===== src/rtl/llsc_pkg.sv =====
package llsc_pkg;
  typedef enum logic [1:0] {
    OP_LL  = 2'd0,
    OP_SC  = 2'd1,
    OP_ST  = 2'd2,
    OP_NOP = 2'd3
  } llsc_op_e;
endpackage


===== src/rtl/llsc_entry_cmp.sv =====
// Per-entry comparators: context match, containment, overlap, line hit.
module llsc_entry_cmp #(
  parameter int ADDR_W = 32,
  parameter int CTX_W  = 4,
  parameter int OFS_W  = 6
) (
  input  logic              ent_vld,
  input  logic [CTX_W-1:0]  ent_ctx,
  input  logic [ADDR_W-1:0] ent_lo,
  input  logic [ADDR_W-1:0] ent_hi,
  input  logic [CTX_W-1:0]  req_ctx,
  input  logic [ADDR_W-1:0] req_lo,
  input  logic [ADDR_W-1:0] req_hi,
  input  logic              inv_valid,
  input  logic [ADDR_W-OFS_W-1:0] inv_line,
  output logic              live,
  output logic              ctx_hit,
  output logic              contains,
  output logic              overlap
);
  logic line_hit;

  always_comb begin
    line_hit = inv_valid && (ent_lo[ADDR_W-1:OFS_W] == inv_line);
    live     = ent_vld && !line_hit;
    ctx_hit  = live && (ent_ctx == req_ctx);
    contains = ctx_hit && (req_lo >= ent_lo) && (req_hi <= ent_hi);
    overlap  = live && (req_lo <= ent_hi) && (req_hi >= ent_lo);
  end
endmodule


===== src/rtl/llsc_victim_sel.sv =====
// Picks the entry a load-linked request writes: own entry, else lowest
// free, else round-robin victim.
module llsc_victim_sel #(
  parameter int ENTRIES = 8
) (
  input  logic               clk,
  input  logic               rst_n,
  input  logic               alloc,
  input  logic [ENTRIES-1:0] live,
  input  logic [ENTRIES-1:0] hit,
  output logic [ENTRIES-1:0] victim_oh
);
  localparam int IDX_W = (ENTRIES > 1) ? $clog2(ENTRIES) : 1;

  logic [IDX_W-1:0]   rr_q, rr_d;
  logic               rr_en;
  logic [ENTRIES-1:0] free_vec;
  logic [ENTRIES-1:0] first_free;

  always_comb begin
    free_vec   = ~live;
    first_free = '0;
    for (int i = ENTRIES - 1; i >= 0; i--) begin
      if (free_vec[i]) begin
        first_free    = '0;
        first_free[i] = 1'b1;
      end
    end
  end

  always_comb begin
    rr_en = 1'b0;
    if (|hit) begin
      victim_oh = hit;
    end else if (|free_vec) begin
      victim_oh = first_free;
    end else begin
      victim_oh       = '0;
      victim_oh[rr_q] = 1'b1;
      rr_en           = alloc;
    end
    rr_d = (rr_q == IDX_W'(ENTRIES - 1)) ? '0 : rr_q + 1'b1;
  end

  always_ff @(posedge clk or negedge rst_n) begin
    if (!rst_n) begin
      rr_q <= '0;
    end else if (rr_en) begin
      rr_q <= rr_d;
    end
  end


  hit_unique_chk: assert property (@(posedge clk) disable iff (!rst_n)
    alloc |-> $onehot0(hit));


  victim_onehot_chk: assert property (@(posedge clk) disable iff (!rst_n)
    alloc |-> ($countones(victim_oh) == 1));
endmodule


===== src/rtl/llsc_resv_monitor.sv =====
module llsc_resv_monitor #(
  parameter int ADDR_W     = 32,
  parameter int CTX_W      = 4,
  parameter int ENTRIES    = 8,
  parameter int LINE_BYTES = 64
) (
  input  logic              clk,
  input  logic              rst_n,
  input  logic              req_valid,
  output logic              req_ready,
  input  logic [1:0]        req_op,
  input  logic [CTX_W-1:0]  req_ctx,
  input  logic [ADDR_W-1:0] req_addr,
  input  logic [1:0]        req_size,
  input  logic              inv_valid,
  input  logic [ADDR_W-$clog2(LINE_BYTES)-1:0] inv_line,
  output logic              sc_done,
  output logic              sc_ok
);
  import llsc_pkg::*;

  localparam int OFS_W = $clog2(LINE_BYTES);

  logic              vld_q [ENTRIES];
  logic [CTX_W-1:0]  ctx_q [ENTRIES];
  logic [ADDR_W-1:0] lo_q  [ENTRIES];
  logic [ADDR_W-1:0] hi_q  [ENTRIES];
  logic              vld_d [ENTRIES];

  logic [ENTRIES-1:0] live, ctx_hit, contains, overlap, victim_oh, wr_en;
  logic [ADDR_W-1:0]  req_lo, req_hi, len_m1;
  logic               fire, is_ll, is_sc, is_st, sc_hit;
  logic               sc_done_d, sc_ok_d;
  llsc_op_e           op;

  assign req_ready = 1'b1;

  always_comb begin
    op     = llsc_op_e'(req_op);
    fire   = req_valid && req_ready;
    is_ll  = fire && (op == OP_LL);
    is_sc  = fire && (op == OP_SC);
    is_st  = fire && (op == OP_ST);
    len_m1 = (ADDR_W'(1) << req_size) - ADDR_W'(1);
    req_lo = req_addr;
    req_hi = req_addr + len_m1;
  end

  for (genvar g = 0; g < ENTRIES; g++) begin : g_ent
    llsc_entry_cmp #(
      .ADDR_W (ADDR_W),
      .CTX_W  (CTX_W),
      .OFS_W  (OFS_W)
    ) u_cmp (
      .ent_vld   (vld_q[g]),
      .ent_ctx   (ctx_q[g]),
      .ent_lo    (lo_q[g]),
      .ent_hi    (hi_q[g]),
      .req_ctx   (req_ctx),
      .req_lo    (req_lo),
      .req_hi    (req_hi),
      .inv_valid (inv_valid),
      .inv_line  (inv_line),
      .live      (live[g]),
      .ctx_hit   (ctx_hit[g]),
      .contains  (contains[g]),
      .overlap   (overlap[g])
    );

    always_comb begin
      wr_en[g] = is_ll && victim_oh[g];
      vld_d[g] = wr_en[g] || (live[g] && !((is_sc || is_st) && overlap[g]));
    end

    always_ff @(posedge clk or negedge rst_n) begin
      if (!rst_n) begin
        vld_q[g] <= 1'b0;
      end else begin
        vld_q[g] <= vld_d[g];
      end
    end

    always_ff @(posedge clk) begin
      if (wr_en[g]) begin
        ctx_q[g] <= req_ctx;
        lo_q[g]  <= req_lo;
        hi_q[g]  <= req_hi;
      end
    end


    ll_write_chk: assert property (@(posedge clk) disable iff (!rst_n)
      (is_ll && victim_oh[g]) |=> (vld_q[g] && ctx_q[g] == $past(req_ctx) &&
                                   lo_q[g] == $past(req_lo) && hi_q[g] == $past(req_hi)));


    store_kill_chk: assert property (@(posedge clk) disable iff (!rst_n)
      (is_sc || is_st) |=> !(vld_q[g] && lo_q[g] <= $past(req_hi) && hi_q[g] >= $past(req_lo)));


    line_inv_chk: assert property (@(posedge clk) disable iff (!rst_n)
      (inv_valid && !is_ll) |=> !(vld_q[g] && lo_q[g][ADDR_W-1:OFS_W] == $past(inv_line)));
  end

  llsc_victim_sel #(
    .ENTRIES (ENTRIES)
  ) u_victim (
    .clk       (clk),
    .rst_n     (rst_n),
    .alloc     (is_ll),
    .live      (live),
    .hit       (ctx_hit),
    .victim_oh (victim_oh)
  );

  always_comb begin
    sc_hit    = |contains;
    sc_done_d = is_sc;
    sc_ok_d   = is_sc && sc_hit;
  end

  always_ff @(posedge clk or negedge rst_n) begin
    if (!rst_n) begin
      sc_done <= 1'b0;
      sc_ok   <= 1'b0;
    end else begin
      sc_done <= sc_done_d;
      sc_ok   <= sc_ok_d;
    end
  end


  sc_ok_qual_chk: assert property (@(posedge clk) disable iff (!rst_n)
    sc_ok |-> sc_done);


  sc_done_src_chk: assert property (@(posedge clk) disable iff (!rst_n)
    sc_done |-> $past(req_valid && req_op == 2'd1));
endmodule


===== config.mk =====
export PLATFORM = sky130hd
export DESIGN_NAME = llsc_resv_monitor
export DESIGN_NICKNAME = d
export VERILOG_FILES = /design/src/rtl/llsc_pkg.sv /design/src/rtl/llsc_entry_cmp.sv /design/src/rtl/llsc_victim_sel.sv /design/src/rtl/llsc_resv_monitor.sv
export SDC_FILE = /design/constraint.sdc
export NUM_CORES = 2
export LEC_CHECK = 0
export ABC_AREA = 1
export BUFFER_PORTS_ARGS = -buffer_cell sky130_fd_sc_hd__buf_4
export CORE_MARGIN = 10
export CORE_UTILIZATION = 30
export CTS_CLUSTER_SIZE = 12
export DETAILED_ROUTE_END_ITERATION = 10
export PLACE_DENSITY = 0.4
export REMOVE_ABC_BUFFERS = 1
export SLEW_MARGIN = 15
export SYNTH_ARGS = -nofsm -noshare
export SYNTH_HDL_FRONTEND = slang
export SYNTH_SLANG_ARGS = --single-unit

===== constraint.sdc =====
create_clock -name clk -period 7.25 [get_ports clk]
set_input_delay 0.3625 -clock clk [delete_from_list [all_inputs] [get_ports clk]]
set_output_delay 0.3625 -clock clk [all_outputs]
set_load 0.005 [all_outputs]

=== After elaboration in Yosys (flattened, before gate mapping) ===
Memories as Yosys holds them, arrays and structs flattened.
Index checks and enable logic that the tools add are counted.
W data, S select, Z words.

* Output and inout port bits: 3
* Bits in writable memories: 544
* Bits of input ports: 70
* Bits in registers: 13
* Memories: 3
* Logic and storage cells: 217

{| class="wikitable"
|+ Memory list
! name !! words !! width !! read ports !! clocked after memory_dff !! wr ports !! RTL line !! source
|-
| hi_q || 8 || 32 || 8 || 0 || 8 || llsc_resv_monitor.sv:27 || <nowiki>logic [ADDR_W-1:0] hi_q [ENTRIES];</nowiki>
|-
| lo_q || 8 || 32 || 8 || 0 || 8 || llsc_resv_monitor.sv:26 || <nowiki>logic [ADDR_W-1:0] lo_q [ENTRIES];</nowiki>
|-
| ctx_q || 8 || 4 || 8 || 0 || 8 || llsc_resv_monitor.sv:25 || <nowiki>logic [CTX_W-1:0] ctx_q [ENTRIES];</nowiki>
|}

* Add/subtract/negate cells: 3
* Order comparisons: 34
* Muxes and demuxes: 31
* Bitwise operators: 1
* Eq/ne operators: 19
* Reductions and logical operators: 114
* Shift operators: 1

{| class="wikitable"
|+ Operators by type and width
! operator !! number
|-
| $ge A32 B32 Y1 || 16
|-
| $le A32 B32 Y1 || 16
|-
| $eq A26 B26 Y1 || 8
|-
| $logic_and A1 B1 Y1 || 85
|-
| $mux W8 || 10
|-
| $add A32 B32 Y32 || 1
|-
| $eq A4 B4 Y1 || 8
|-
| $shl A1 B2 Y32 const A || 1
|-
| $sub A32 B2 Y32 const B || 1
|-
| $reduce_or A8 Y1 || 3
|-
| $mux W1 || 19
|-
| $logic_not A1 Y1 || 16
|-
| $logic_or A1 B1 Y1 || 9
|-
| $not A8 Y8 || 1
|-
| $lt A3 B4 Y1 const B || 1
|-
| $add A3 B1 Y3 const B || 1
|-
| $demux W1 S3 || 1
|-
| $eq A3 B3 Y1 const B || 1
|-
| $ge A3 B1 Y1 const B || 1
|-
| $mux W3 || 1
|-
| $eq A2 B1 Y1 const B || 1
|-
| $eq A2 B2 Y1 const B || 1
|-
| $logic_not A2 Y1 || 1
|}

=== Longest topological paths before layout ===
An unclocked memory read counts as a cell.

* Depth in word-level cells: 19
* Depth in mapped cells: 28
* Mapped depth without buffers: 28

=== Cells and area by module ===
A second synthesis with hierarchy kept.

* Cells, all modules: 6004
* Area, all modules: 49103.3 µm²

{| class="wikitable"
|+ By module, submodules not included
! module !! times used !! area an instance (µm²) !! sequential area each (µm²) !! cells each
|-
| llsc_entry_cmp (g_ent[0].u_cmp ...) || 7 || 3657.3 || 0.0 || 598
|-
| llsc_resv_monitor || 1 || 19336.0 || 16585.9 || 1120
|-
| llsc_entry_cmp (g_ent[5].u_cmp) || 1 || 3634.7 || 0.0 || 597
|-
| llsc_victim_sel || 1 || 531.8 || 75.1 || 101
|}

=== Least setup slack after synthesis ===
Ideal clock, no wire load.

* Path type: input port to flip-flop
* From: in inv_line[0]
* To: mem ctx_q[6][2], in the netlist ctx_q[1][10], enable pin
* Setup slack: 2.256 ns
* Cell stages on the path: 15
* Data required time: 6.756 ns
* Library setup time: 0.494 ns
* Path buffers: 2
* Arrival time: 4.500 ns
* Cells stage by stage: buf_4 > xnor2_1 > nand2_1 > nor2_1 > inv_2 > nor2_1 > nand2_1 > nand3_2 > nand2_1 > nor2_4 > nand2_4 > buf_6 > nand2_1 > nand3_1 > nor2_1

{| class="wikitable"
|+ RTL lines
! element !! RTL line !! source
|-
| start, declared || llsc_resv_monitor.sv:16 || <nowiki>input logic [ADDR_W-$clog2(LINE_BYTES)-1:0] inv_line,</nowiki>
|-
| end, declared || llsc_resv_monitor.sv:25 ||
|}

=== Final worst setup path ===
* From: in req_addr[0]
* To: reg sc_ok

* Word-level cells in the longest chain between the ends: 5
* Elaborated cells on any way between the ends: 35
* Those cells by class: 1 x add/sub; 16 x order compare; 18 x reduce/logical

{| class="wikitable"
|+ Ends and longest elaborated chain
! element !! RTL line !! source
|-
| start, declared || llsc_resv_monitor.sv:13 || <nowiki>input logic [ADDR_W-1:0] req_addr,</nowiki>
|-
| $add A32 B32 Y32 (*) || llsc_resv_monitor.sv:46 || <nowiki>req_hi = req_addr + len_m1;</nowiki>
|-
| net g_ent[0].u_cmp.req_hi[25] || llsc_entry_cmp.sv:13 || <nowiki>input logic [ADDR_W-1:0] req_hi,</nowiki>
|-
| $le A32 B32 Y1 || llsc_entry_cmp.sv:27 || <nowiki>contains = ctx_hit && (req_lo >= ent_lo) && (req_hi <= ent_hi);</nowiki>
|-
| $logic_and A1 B1 Y1 || llsc_entry_cmp.sv:27 ||
|-
| $reduce_or A8 Y1 (*) || llsc_resv_monitor.sv:117 || <nowiki>sc_hit = |contains;</nowiki>
|-
| $logic_and A1 B1 Y1 (*) || llsc_resv_monitor.sv:119 || <nowiki>sc_ok_d = is_sc && sc_hit;</nowiki>
|-
| net sc_ok_d || llsc_resv_monitor.sv:33 || <nowiki>logic sc_done_d, sc_ok_d;</nowiki>
|-
| end signal, assigned || llsc_resv_monitor.sv:128 || <nowiki>sc_ok <= sc_ok_d;</nowiki>
|-
| end, declared || llsc_resv_monitor.sv:18 || <nowiki>output logic sc_ok</nowiki>
|}

The timed path passes the listed nets; every way through them passes the cells marked *.
A chain may end at the register's enable or synchronous reset.

==> summary.log <==
qor: sta.clock_skew 36.3 ps
qor: critical_path.criticalPathCategory input pin to flip-flop
qor: place.post-place-cells 7800
qor: floorplan.floorplan.initialDensity 30.1%
qor: sta.holdWs 57.3 ps
qor: sta.max_freq 0.161 GHz
qor: logic_synthesis.ys_types 47
qor: global_routing.first_global_vias 38800
qor: routing.average_wire_per_cell_in_the_routed_design 25.8 um
qor: cts.clk_root_buffer_cell sky130_fd_sc_hd__clkbuf_16
qor: global_routing.antenna_violations_before_repair 14
qor: sta.period_needed 6210 ps
qor: floorplan.die_area 175000 um^2
qor: routing.count_of_tritonroute_iterations_in_the_first_routing_pass 6
qor: cts.postCtsResizedCells 0
qor: place.detailed_place.area 51700 um^2
qor: logic_synthesis.synth-async-reset-ratio 2.33%
qor: routing.route.final.wire_length 205000 um
qor: sta.finalHoldViolCount 0
qor: logic_synthesis.synth-seq-cells 557
qor: cts.cts_buffers 81
qor: finish.num-nets-final 6944
qor: global_routing.globalRouteOverflowTotal 0
qor: finish.layout.cells.non_filler 7951
qor: pwr.max-vdd-ir-drop 0.194 mV
qor: sta.fin_setup_tns 0 ps
qor: run.max_cap_viol_count 0
qor: logic_synthesis.synth_area_per_cell 8.52 um^2
qor: cts.clock_tree.htree_level_count 3
qor: floorplan.die_x 418 um
qor: hold_path.worst_hold_path_stage_count 1
qor: sta.timing.slew.headroom 25.9%
qor: routing.vias_per_cell 5.05
qor: global_routing.grt.total_usage 22.9%
qor: logic_synthesis.leading_post_synthesis_cells_by_instance_count 1400 x sky130_fd_sc_hd__nand2_1, 1060 x sky130_fd_sc_hd__ha_1, 800 x sky130_fd_sc_hd__inv_1
qor: floorplan.die_height 418 um
qor: critical_path.r2r_slack 2780 ps
qor: finish.final_layout_size_suffix_gt1_share 6.52%
qor: hold_path.hp-class input pin to flip-flop
qor: logic_synthesis.share_of_synthesized_area_occupied_by_flip_flops_and_latches 35.0%
qor: critical_path.timing.critical_path.fanout_max 20
qor: critical_path.cp_data_required_time 7780 ps
qor: routing.first_iter_violations 3097
qor: logic_synthesis.cell_taking_the_most_area_after_synthesis sky130_fd_sc_hd__edfxtp_1
qor: sta.timing.final.setup_violations 0
qor: sta.period_share 85.7%
qor: sta.max_transition_viols_final 0
qor: critical_path.rr_endpoint hi_q[1][115]$_DFFE_PP_
qor: logic_synthesis.syn-cell-area 47600 um^2
qor: global_routing.grt_max_degree 52
qor: sta.rsz0062_at_grt false
qor: routing.route.detailed.drc 0
qor: global_routing.grt_pass1_wl 287000 um
qor: place.place_congestion 0.901
qor: finish.final_design_area_no_fill 54400 um^2
qor: logic_synthesis.synth_top_cell_area_share 34.3%
qor: floorplan.num_rows 146
qor: logic_synthesis.synth_top_flop_cell sky130_fd_sc_hd__edfxtp_1
qor: logic_synthesis.post-synth-top-count-cell sky130_fd_sc_hd__nand2_1
qor: cts.clock_latency 700 ps
qor: critical_path.start_kind input pin
qor: finish.final_util 34.4%
qor: sta.worst-slew-pin-transition 1110 ps
qor: cts.clock_path_buffers 3
qor: logic_synthesis.synth.area.top_cells sky130_fd_sc_hd__edfxtp_1 34%, sky130_fd_sc_hd__ha_1 28%, sky130_fd_sc_hd__nand2_1 11%
qor: critical_path.crit_path_capture_type flip-flop
qor: critical_path.timing.reg2reg.worst_path_depth 18
qor: cts.clkSinkCount 557
qor: finish.syn2layout_area_growth 14.2%
qor: cts.post-cts-setup-buffer-count 0
qor: hold_path.hold_end ctx_q[1][8]$_DFFE_PP_
qor: place.place.port_buffers 71
qor: logic_synthesis.ys.warnings.count 0
qor: pwr.pd_cells 222 nW/um^2
qor: logic_synthesis.syn_inst 5589
qor: critical_path.worstPathArrival 6750 ps
qor: hold_path.timing.hold.worst.start req_ctx[0]
qor: cts.cts_hold_repair.buffers 2
qor: pwr.p_leak 26.2 nW
qor: cts.clk_pin_slew 60 ps
qor: floorplan.io_pins 73
qor: logic_synthesis.synth_enable_flop_cells 544
qor: floorplan.design.core.area 158000 um^2
qor: cts.tritoncts yes
qor: routing.detailroute.via_count 40200
qor: routing.drtAntennaViolNets 0
qor: run_status.result_of_the_run finished, final reports clean
qor: place.post-dp-hpwl 155000 um
qor: critical_path.timing.rr.start lo_q[1][39]$_DFFE_PP_
## kinds of logic (layout without fill, tap and decap cells)
logic type,Yosys count,in the layout,share of synthesized area (%)
AND/OR/NAND/NOR,2138,2138,18.4
adder cells (fa/ha/maj),1061,1061,27.9
AO/OA/AOI/OAI,877,877,9.82
buffers and inverters,871,1159,7.36
flip-flops,557,557,35.0
XOR/XNOR,84,84,1.54
other,1,3,0.00787
## per-stage QoR
stage	worst slack (ps)	total power [mW]
after floorplan	2340	6.24
after global placement	918	7.98
after detailed placement	891	8.02
after CTS	1050	12.2
after global routing	734	12.8
final	1040	12.1
## layout make-up
class / instances / area [um^2]
diodes: 2 / 5.00
clock buffers: 99 / 2200
clock inverters: 48 / 462
fillers: 16300 / 104000
inverters: 838 / 3230
multi-input cells: 4161 / 27900
flip-flops and latches: 557 / 16700
well taps: 2072 / 2590
repair buffers: 174 / 1360
## state kept, by name (all words and copies together) (netlist names)
signal,count
hi_q,256
ctx_q,32
sc_ok,1
sc_done,1
lo_q,256
u_victim.rr_q,3
vld_q,8
## where the power goes
group	total (mW)	leakage [nW]	switching, mW	internal (mW)
Combinational	4.06	19.8	2.81	1.25
Clock	4.11	1.29	1.65	2.46
Sequential	3.91	5.08	0.0744	3.83
## placed cells by master (no fill, tap or decap), types with 25 or more instances in the layout
| cell | instances |
|---|---|
| sky130_fd_sc_hd__nand2_1 | 1400 |
| sky130_fd_sc_hd__ha_1 | 1060 |
| sky130_fd_sc_hd__inv_1 | 791 |
| sky130_fd_sc_hd__a21oi_1 | 560 |
| sky130_fd_sc_hd__edfxtp_1 | 544 |
| sky130_fd_sc_hd__nor2_1 | 380 |
| sky130_fd_sc_hd__o21ai_0 | 199 |
| sky130_fd_sc_hd__buf_4 | 168 |
| sky130_fd_sc_hd__nand3_1 | 128 |
| sky130_fd_sc_hd__nand4_1 | 102 |
| sky130_fd_sc_hd__clkbuf_16 | 85 |
| sky130_fd_sc_hd__nor3_1 | 55 |
| sky130_fd_sc_hd__o21a_1 | 32 |
| sky130_fd_sc_hd__xnor2_1 | 31 |
| sky130_fd_sc_hd__inv_4 | 30 |
| sky130_fd_sc_hd__clkinv_1 | 27 |
| sky130_fd_sc_hd__o211ai_1 | 27 |
| sky130_fd_sc_hd__xor2_1 | 25 |
| sky130_fd_sc_hd__nor4_1 | 25 |
## metal layers
| metal | part of all wire, % | track usage, % | vias up |
|---|---|---|---|
| li1 | - | - | 19600 |
| met1 | 46 | 31.2 | 19200 |
| met2 | 45 | 37.4 | 1097 |
| met3 | 5.2 | 2.96 | 265 |
| met4 | 3.5 | 7.29 | 4 |
| met5 | 0.0083 | 0 | - |
## how the worst max path moves through the flow
stage	slack, ps	to	startpoint
after global routing	730	sc_ok$_DFF_PN0_	req_addr[0]
after CTS	1050	sc_ok$_DFF_PN0_	req_addr[0]
final	1040	sc_ok$_DFF_PN0_	req_addr[0]
after global placement	920	sc_ok$_DFF_PN0_	req_addr[0]
after floorplan	2340	ctx_q[1][10]$_DFFE_PP_	lo_q[0][24]$_DFFE_PP_
after detailed placement	890	sc_ok$_DFF_PN0_	req_addr[0]
## critical path: stages
cell and delay, ps:
sky130_fd_sc_hd__dlygate4sd3_1 520, sky130_fd_sc_hd__buf_4 200, sky130_fd_sc_hd__inv_1 160, sky130_fd_sc_hd__ha_1 240, sky130_fd_sc_hd__inv_1 50, sky130_fd_sc_hd__ha_1 120
sky130_fd_sc_hd__inv_1 70, sky130_fd_sc_hd__fa_1 450, sky130_fd_sc_hd__o21ai_2 320, sky130_fd_sc_hd__a21oi_1 200, sky130_fd_sc_hd__o21ai_0 640, sky130_fd_sc_hd__a21oi_1 270
sky130_fd_sc_hd__o21ai_0 570, sky130_fd_sc_hd__xor2_4 300, sky130_fd_sc_hd__buf_4 400, sky130_fd_sc_hd__ha_1 200, sky130_fd_sc_hd__nand4_1 120, sky130_fd_sc_hd__nor4_1 830
sky130_fd_sc_hd__nand2_1 120, sky130_fd_sc_hd__nand2_1 90, sky130_fd_sc_hd__nand2_1 60, sky130_fd_sc_hd__nand3_1 70, sky130_fd_sc_hd__nand2_1 60, sky130_fd_sc_hd__nor2_1 180
sky130_fd_sc_hd__a21oi_1 90
(Power assumes the default switching activity.)
